[src/rtl/rstack_pkg.sv]
package rstack_pkg;
  typedef enum logic [1:0] {
    OP_IDLE = 2'd0,
    OP_PUSH = 2'd1,
    OP_POP  = 2'd2,
    OP_BAD  = 2'd3
  } stk_op_e;
endpackage

[src/rtl/rstack_ctrl.sv]
module rstack_ctrl
  import rstack_pkg::*;
(
  input  logic    push_i,
  input  logic    pop_i,
  input  logic    full_i,
  input  logic    empty_i,
  output stk_op_e op_o
);
  // Classify this cycle's request against the current flags.
  always_comb begin
    unique case ({push_i, pop_i})
      2'b10:   op_o = full_i  ? OP_BAD : OP_PUSH;
      2'b01:   op_o = empty_i ? OP_BAD : OP_POP;
      2'b11:   op_o = OP_BAD;
      default: op_o = OP_IDLE;
    endcase
  end
endmodule

[src/rtl/rstack_ptr.sv]
module rstack_ptr
  import rstack_pkg::*;
#(
  parameter int AW = 6
) (
  input  logic          clk,
  input  logic          rst_n,
  input  stk_op_e       op_i,
  output logic [AW-1:0] sp_o,
  output logic [AW-1:0] wr_addr_o,
  output logic          full_o,
  output logic          empty_o
);
  logic [AW-1:0] sp_q, sp_up, sp_dn;
  logic          full_q, empty_q;

  assign sp_up = sp_q + AW'(1);
  assign sp_dn = sp_q - AW'(1);

  always_ff @(posedge clk) begin
    if (!rst_n) begin
      sp_q    <= '0;
      full_q  <= 1'b0;
      empty_q <= 1'b1;
    end else begin
      unique case (op_i)
        OP_PUSH: begin
          sp_q    <= sp_up;
          full_q  <= (sp_up == '0);
          empty_q <= 1'b0;
        end
        OP_POP: begin
          sp_q    <= sp_dn;
          empty_q <= (sp_dn == '0);
          full_q  <= 1'b0;
        end
        default: ;
      endcase
    end
  end

  // The push address is the incremented pointer.
  assign wr_addr_o = sp_up;
  assign sp_o      = sp_q;
  assign full_o    = full_q;
  assign empty_o   = empty_q;
endmodule

[src/rtl/rstack_mem.sv]
module rstack_mem #(
  parameter int DW = 8,
  parameter int AW = 6
) (
  input  logic          clk,
  input  logic          we_i,
  input  logic [AW-1:0] waddr_i,
  input  logic [DW-1:0] wdata_i,
  input  logic [AW-1:0] raddr_i,
  output logic [DW-1:0] rdata_o
);
  localparam int DEPTH = 1 << AW;

  logic [DW-1:0] cells [DEPTH];

  // One register word per slot, each with its own decoded load enable.
  for (genvar i = 0; i < DEPTH; i++) begin : g_word
    logic [DW-1:0] word_q;
    logic          load;
    assign load = we_i && (waddr_i == AW'(i));
    always_ff @(posedge clk) begin
      if (load) word_q <= wdata_i;
    end
    assign cells[i] = word_q;
  end

  assign rdata_o = cells[raddr_i];
endmodule

[src/rtl/rstack_top.sv]
module rstack_top
  import rstack_pkg::*;
#(
  parameter int DW = 8,
  parameter int AW = 6
) (
  input  logic          clk,
  input  logic          rst_n,
  input  logic          push_i,
  input  logic          pop_i,
  input  logic [DW-1:0] push_data_i,
  output logic [DW-1:0] pop_data_o,
  output logic          pop_valid_o,
  output logic [AW-1:0] sp_o,
  output logic          full_o,
  output logic          empty_o,
  output logic          err_o
);
  stk_op_e       op;
  logic [AW-1:0] sp, wr_addr;
  logic [DW-1:0] rd_word;
  logic          full, empty;
  logic [DW-1:0] dr_q;
  logic          vld_q, err_q;

  rstack_ctrl u_ctrl (
    .push_i (push_i),
    .pop_i  (pop_i),
    .full_i (full),
    .empty_i(empty),
    .op_o   (op)
  );

  rstack_ptr #(.AW(AW)) u_ptr (
    .clk      (clk),
    .rst_n    (rst_n),
    .op_i     (op),
    .sp_o     (sp),
    .wr_addr_o(wr_addr),
    .full_o   (full),
    .empty_o  (empty)
  );

  rstack_mem #(.DW(DW), .AW(AW)) u_mem (
    .clk    (clk),
    .we_i   (op == OP_PUSH),
    .waddr_i(wr_addr),
    .wdata_i(push_data_i),
    .raddr_i(sp),
    .rdata_o(rd_word)
  );

  // Data register: loads the top word on a pop, read before the pointer moves.
  always_ff @(posedge clk) begin
    if (!rst_n) begin
      dr_q  <= '0;
      vld_q <= 1'b0;
      err_q <= 1'b0;
    end else begin
      vld_q <= (op == OP_POP);
      err_q <= (op == OP_BAD);
      if (op == OP_POP) dr_q <= rd_word;
    end
  end

  assign pop_data_o  = dr_q;
  assign pop_valid_o = vld_q;
  assign err_o       = err_q;
  assign sp_o        = sp;
  assign full_o      = full;
  assign empty_o     = empty;
endmodule

[config.mk]
export PLATFORM = sky130hd
export DESIGN_NAME = rstack_top
export DESIGN_NICKNAME = d
export VERILOG_FILES = /design/src/rtl/rstack_pkg.sv /design/src/rtl/rstack_ctrl.sv /design/src/rtl/rstack_ptr.sv /design/src/rtl/rstack_mem.sv /design/src/rtl/rstack_top.sv
export SDC_FILE = /design/constraint.sdc
export NUM_CORES = 1
export LEC_CHECK = 0
export BUFFER_PORTS_ARGS = -buffer_cell sky130_fd_sc_hd__buf_4
export CAP_MARGIN = 20
export CORE_MARGIN = 4
export CORE_UTILIZATION = 60
export CTS_CLUSTER_SIZE = 10
export DETAILED_ROUTE_END_ITERATION = 7
export GPL_TIMING_DRIVEN = 0
export PLACE_DENSITY = 0.82
export RECOVER_POWER = 50
export SETUP_SLACK_MARGIN = 0.02
export SLEW_MARGIN = 20
export SYNTH_ARGS = -nofsm -noshare
export SYNTH_HDL_FRONTEND = slang
export SYNTH_SLANG_ARGS = --single-unit
[constraint.sdc]
create_clock -name clk -period 3.7 [get_ports clk]
set_input_delay 0.74 -clock clk [delete_from_list [all_inputs] [get_ports clk]]
set_output_delay 0.74 -clock clk [all_outputs]
set_load 0.05 [all_outputs]
==> metrics.csv <==
stage,metric,value,unit
outcome,outcome,finished with violations,
outcome,violations,"capacitance limit, slew limit, setup timing",
timing,period_needed,3713,ps
timing,drv_slew,520,
route,route.detailed.drc,0,
yosys,postSynthCellCount,1065,
yosys,synth_top_area_share,0.7327,
floorplan,initial_core_util,0.6075,
floorplan,core.rowCount,68,
yosys,yosys_warnings,0,
floorplan,io-pin-count,30,
yosys,synth.distinct_cells,48,
yosys,synth_area,20980,um2
route,wl_met2,26380,um
clocking,insertion_delay,600,ps
timing,hold_ws,470.1,ps
yosys,syn-num-nets,1087,
floorplan,die_h,195.0,um
yosys,synthFlopType,edfxtp_1,
placement,dpl.hpwl,36360,um
global_route,gr-total-overflow,0,
worst_setup_path,start_kind,flip-flop,
route,via_count,11760,
hold_path,hp-class,in2reg,
timing,setup_ws,-12.82,ps
yosys,synth-compound-area-share,0.03393,
pwr,power_frac_seq,0.509,
yosys,synthXorXnorAreaFrac,0.003756,
placement,port_buffers,29,
timing,fin_skew,29.07,ps
yosys,yosysTopAreaCell,edfxtp_1,
yosys,synth.most_common_cell,edfxtp_1,
global_route,antenna_found_initial,0,
yosys,synth_top_family_by_area,multiplexers,
floorplan,die_w,195.0,um
timing,fin_setup_tns,-45.81,ps
route,route.met3.wl,7992,um
cells_and_area,antenna-diode-count,0,
clocking,cts_buffers,58,
route,highest_layer,met4,
timing,finalSetupViolations,8,
yosys,async_reset_ff_frac,0,
timing,hold_violations,0,
global_route,grt_max_degree,65,
global_route,grt_pass1_wl,82010,um
worst_setup_path,path_class,reg2reg,
clocking,h-tree-depth,2,
worst_setup_path,arrival,3910,ps
worst_setup_path,required,3900,ps
cells_and_area,area_growth_syn_to_layout,11.84,%
yosys,avgSynthCellArea,19.70,um2
run,max_cap_violations,8,
route,routed_wl,57350,um
worst_setup_path,crit_path_max_fanout,10,
route,drt-initial-drc-count,2239,
timing,fmax,269.3,MHz
yosys,synth_top_cells_by_count,"edfxtp_1 (512), mux4_2 (108), nor2_1 (78)",
cells_and_area,drive_above_1_share,0.2270,
worst_setup_path,cp-end-kind,flip-flop,
route,wl_met1,20020,um
pwr,switchingPower,3070,uW
clocking,tritoncts,built,
global_route,grtUsageTotal,0.3020,
placement,gp_congestion,1.052,
yosys,muxShareOfSynthArea,0.1465,
yosys,synth_area_leaders,"edfxtp_1 (73%), mux4_2 (12%), dfxtp_1 (1.7%), nor2_1 (1.4%), a22oi_1 (1.3%)",
cells_and_area,fin_nets,1178,
cells_and_area,multi_input_area,4942,um2
yosys,synth_seq_area_share,0.7499,
timing,tightest_slew,3081,ps
timing,slew_headroom,-1.054,
floorplan,core_area,34540,um2
floorplan,die_area,38030,um2
timing,rsz0062_at_grt,true,
yosys,yosys.area_share.simple,0.04228,
yosys,synth-edff-count,512,
clocking,root_buffer,clkbuf_16,
cells_and_area,num-fill-cells,2133,
clocking,clkTransAtPathRegs,50,ps
route,routedWlPerCell,34.78,um
timing,period_share,1.003,
cells_and_area,regArea,15740,um2
pwr,p_per_area,557.8,nW/um2
route,dr.pass1.iters,6,
pwr,leakage,0.007277,uW
pwr,internal_power,10020,uW
pwr,irDropWorstVdd,0.0004092,V
pwr,clkPwrFrac,0.390,
clocking,cts.sinks,530,
clocking,clk_path_buf_depth,3,
pwr,pwr-share-comb,0.101,
route,viasPerCell,7.133,
route,final_antenna_net_count,0,
pwr,swShare,0.2345,
yosys,synth_adder_area_share,0.005963,
yosys,synth_seq_cells,530,
global_route,grt_pass1_vias,11410,
-- power groups by stage --
stage	combinational, uW	clock (uW)	sequential (uW)
2_1_floorplan	709	0	6820
3_3_place_gp	1250	0	6770
3_5_place_dp	1270	0	6780
4_1_cts	1280	5130	6650
5_1_grt	1360	5400	6670
6_report	1320	5100	6670
-- worst paths after layout --
kind | slack, ps | from | to | cells past startpoint
min reg2reg | 510 | pop_data_o[2] | pop_data_o[2] | 2
max reg2reg | -10 | u_ptr.sp_o[5] | u_mem.g_word[5].word_q[1] | 6
max | -10 | u_ptr.sp_o[5] | u_mem.g_word[5].word_q[1] | 6
min | 470 | rst_n | u_ptr.sp_o[4] | 2
-- critical path, stage by stage (launching register included) --
cell and delay [ps]:
dfxtp_1 340, clkbuf_1 530, clkinv_1 610, xnor2_1 440, nand2_1 310, buf_2 320
nor2_1 770
-- cell families after synthesis --
group,after synthesis
XOR/XNOR,9
AND/OR/NAND/NOR,191
adder cells (fa/ha/maj),10
multiplexers,156
flip-flops,530
AO/OA/AOI/OAI,103
buffers and inverters,66
-- placed cells by master (no fill, tap or decap), types with 2 or more instances in the layout --
cell       instances
edfxtp_1         512
mux4_2           108
clkbuf_1          62
clkbuf_16         59
nor2_1            52
a22oi_1           36
nand2_1           34
nand3_1           31
buf_4             29
mux2i_1           27
nor2_2            26
buf_2             24
dfxtp_1           18
o21ai_0           17
a21oi_1           14
mux2_2            12
nand3b_1          10
nor2b_1           10
ha_1              10
and2_1             9
mux4_1             9
buf_6              8
a31oi_1            8
nand4_1            7
xnor2_1            6
o221ai_1           6
buf_1              4
a21boi_0           4
a311oi_1           4
nor3_1             4
inv_1              4
a221oi_1           3
nand2b_1           3
xor2_1             3
o31ai_1            2
or3_1              2
clkinv_1           2
clkinv_8           2
-- registers in the layout, summed over array words and instances, names as in the netlist --
register / count
u_ptr.full_o: 1
u_mem.g_word.word_q: 512
pop_valid_o: 1
err_o: 1
u_ptr.sp_o: 6
pop_data_o: 8
u_ptr.empty_o: 1
-- layout make-up --
cell class	count	share of cell area
Sequential cell	530	0.6705
Multi-Input combinational cell	469	0.2106
Clock buffer	96	0.06883
Tap cell	455	0.02426
Buffer	60	0.01487
Timing Repair Buffer	31	0.008637
Clock inverter	2	0.001386
Inverter	6	0.0009596
-- stage by stage --
| step | utilization | cell area [um2] | std cells | worst slack, ps | total power, uW |
|---|---|---|---|---|---|
| floorplan | - | 20980 | 1065 | 849.0 | 7529 |
| global placement | 0.6303 | 21770 | 1549 | 95.75 | 8019 |
| detailed placement | 0.6305 | 21780 | 1550 | 42.20 | 8045 |
| CTS | 0.6783 | 23430 | 1648 | 24.45 | 13070 |
| global route | 0.6794 | 23470 | 1649 | -125.1 | 13430 |
| finish | 0.6794 | 23470 | 1649 | -12.82 | 13090 |
-- metal layers --
layer  track usage  up-vias
met3       0.08506      194
li1              -     4559
met2        0.4575     1052
met4        0.1140        0
met1        0.4291     5957
met5             0        -
-- timing repair --
item | in CTS | in global routing
endpoints found under the hold margin | 0 | 0
setup buffers | 0 | 0
gates cloned | 0 | 0
hold buffers | 0 | 0
pin swaps | 0 | 0
gates resized for setup | 1 | 21
endpoints found under the setup margin | 1 | 203
No activity file was read; power rests on OpenSTA's default activity.
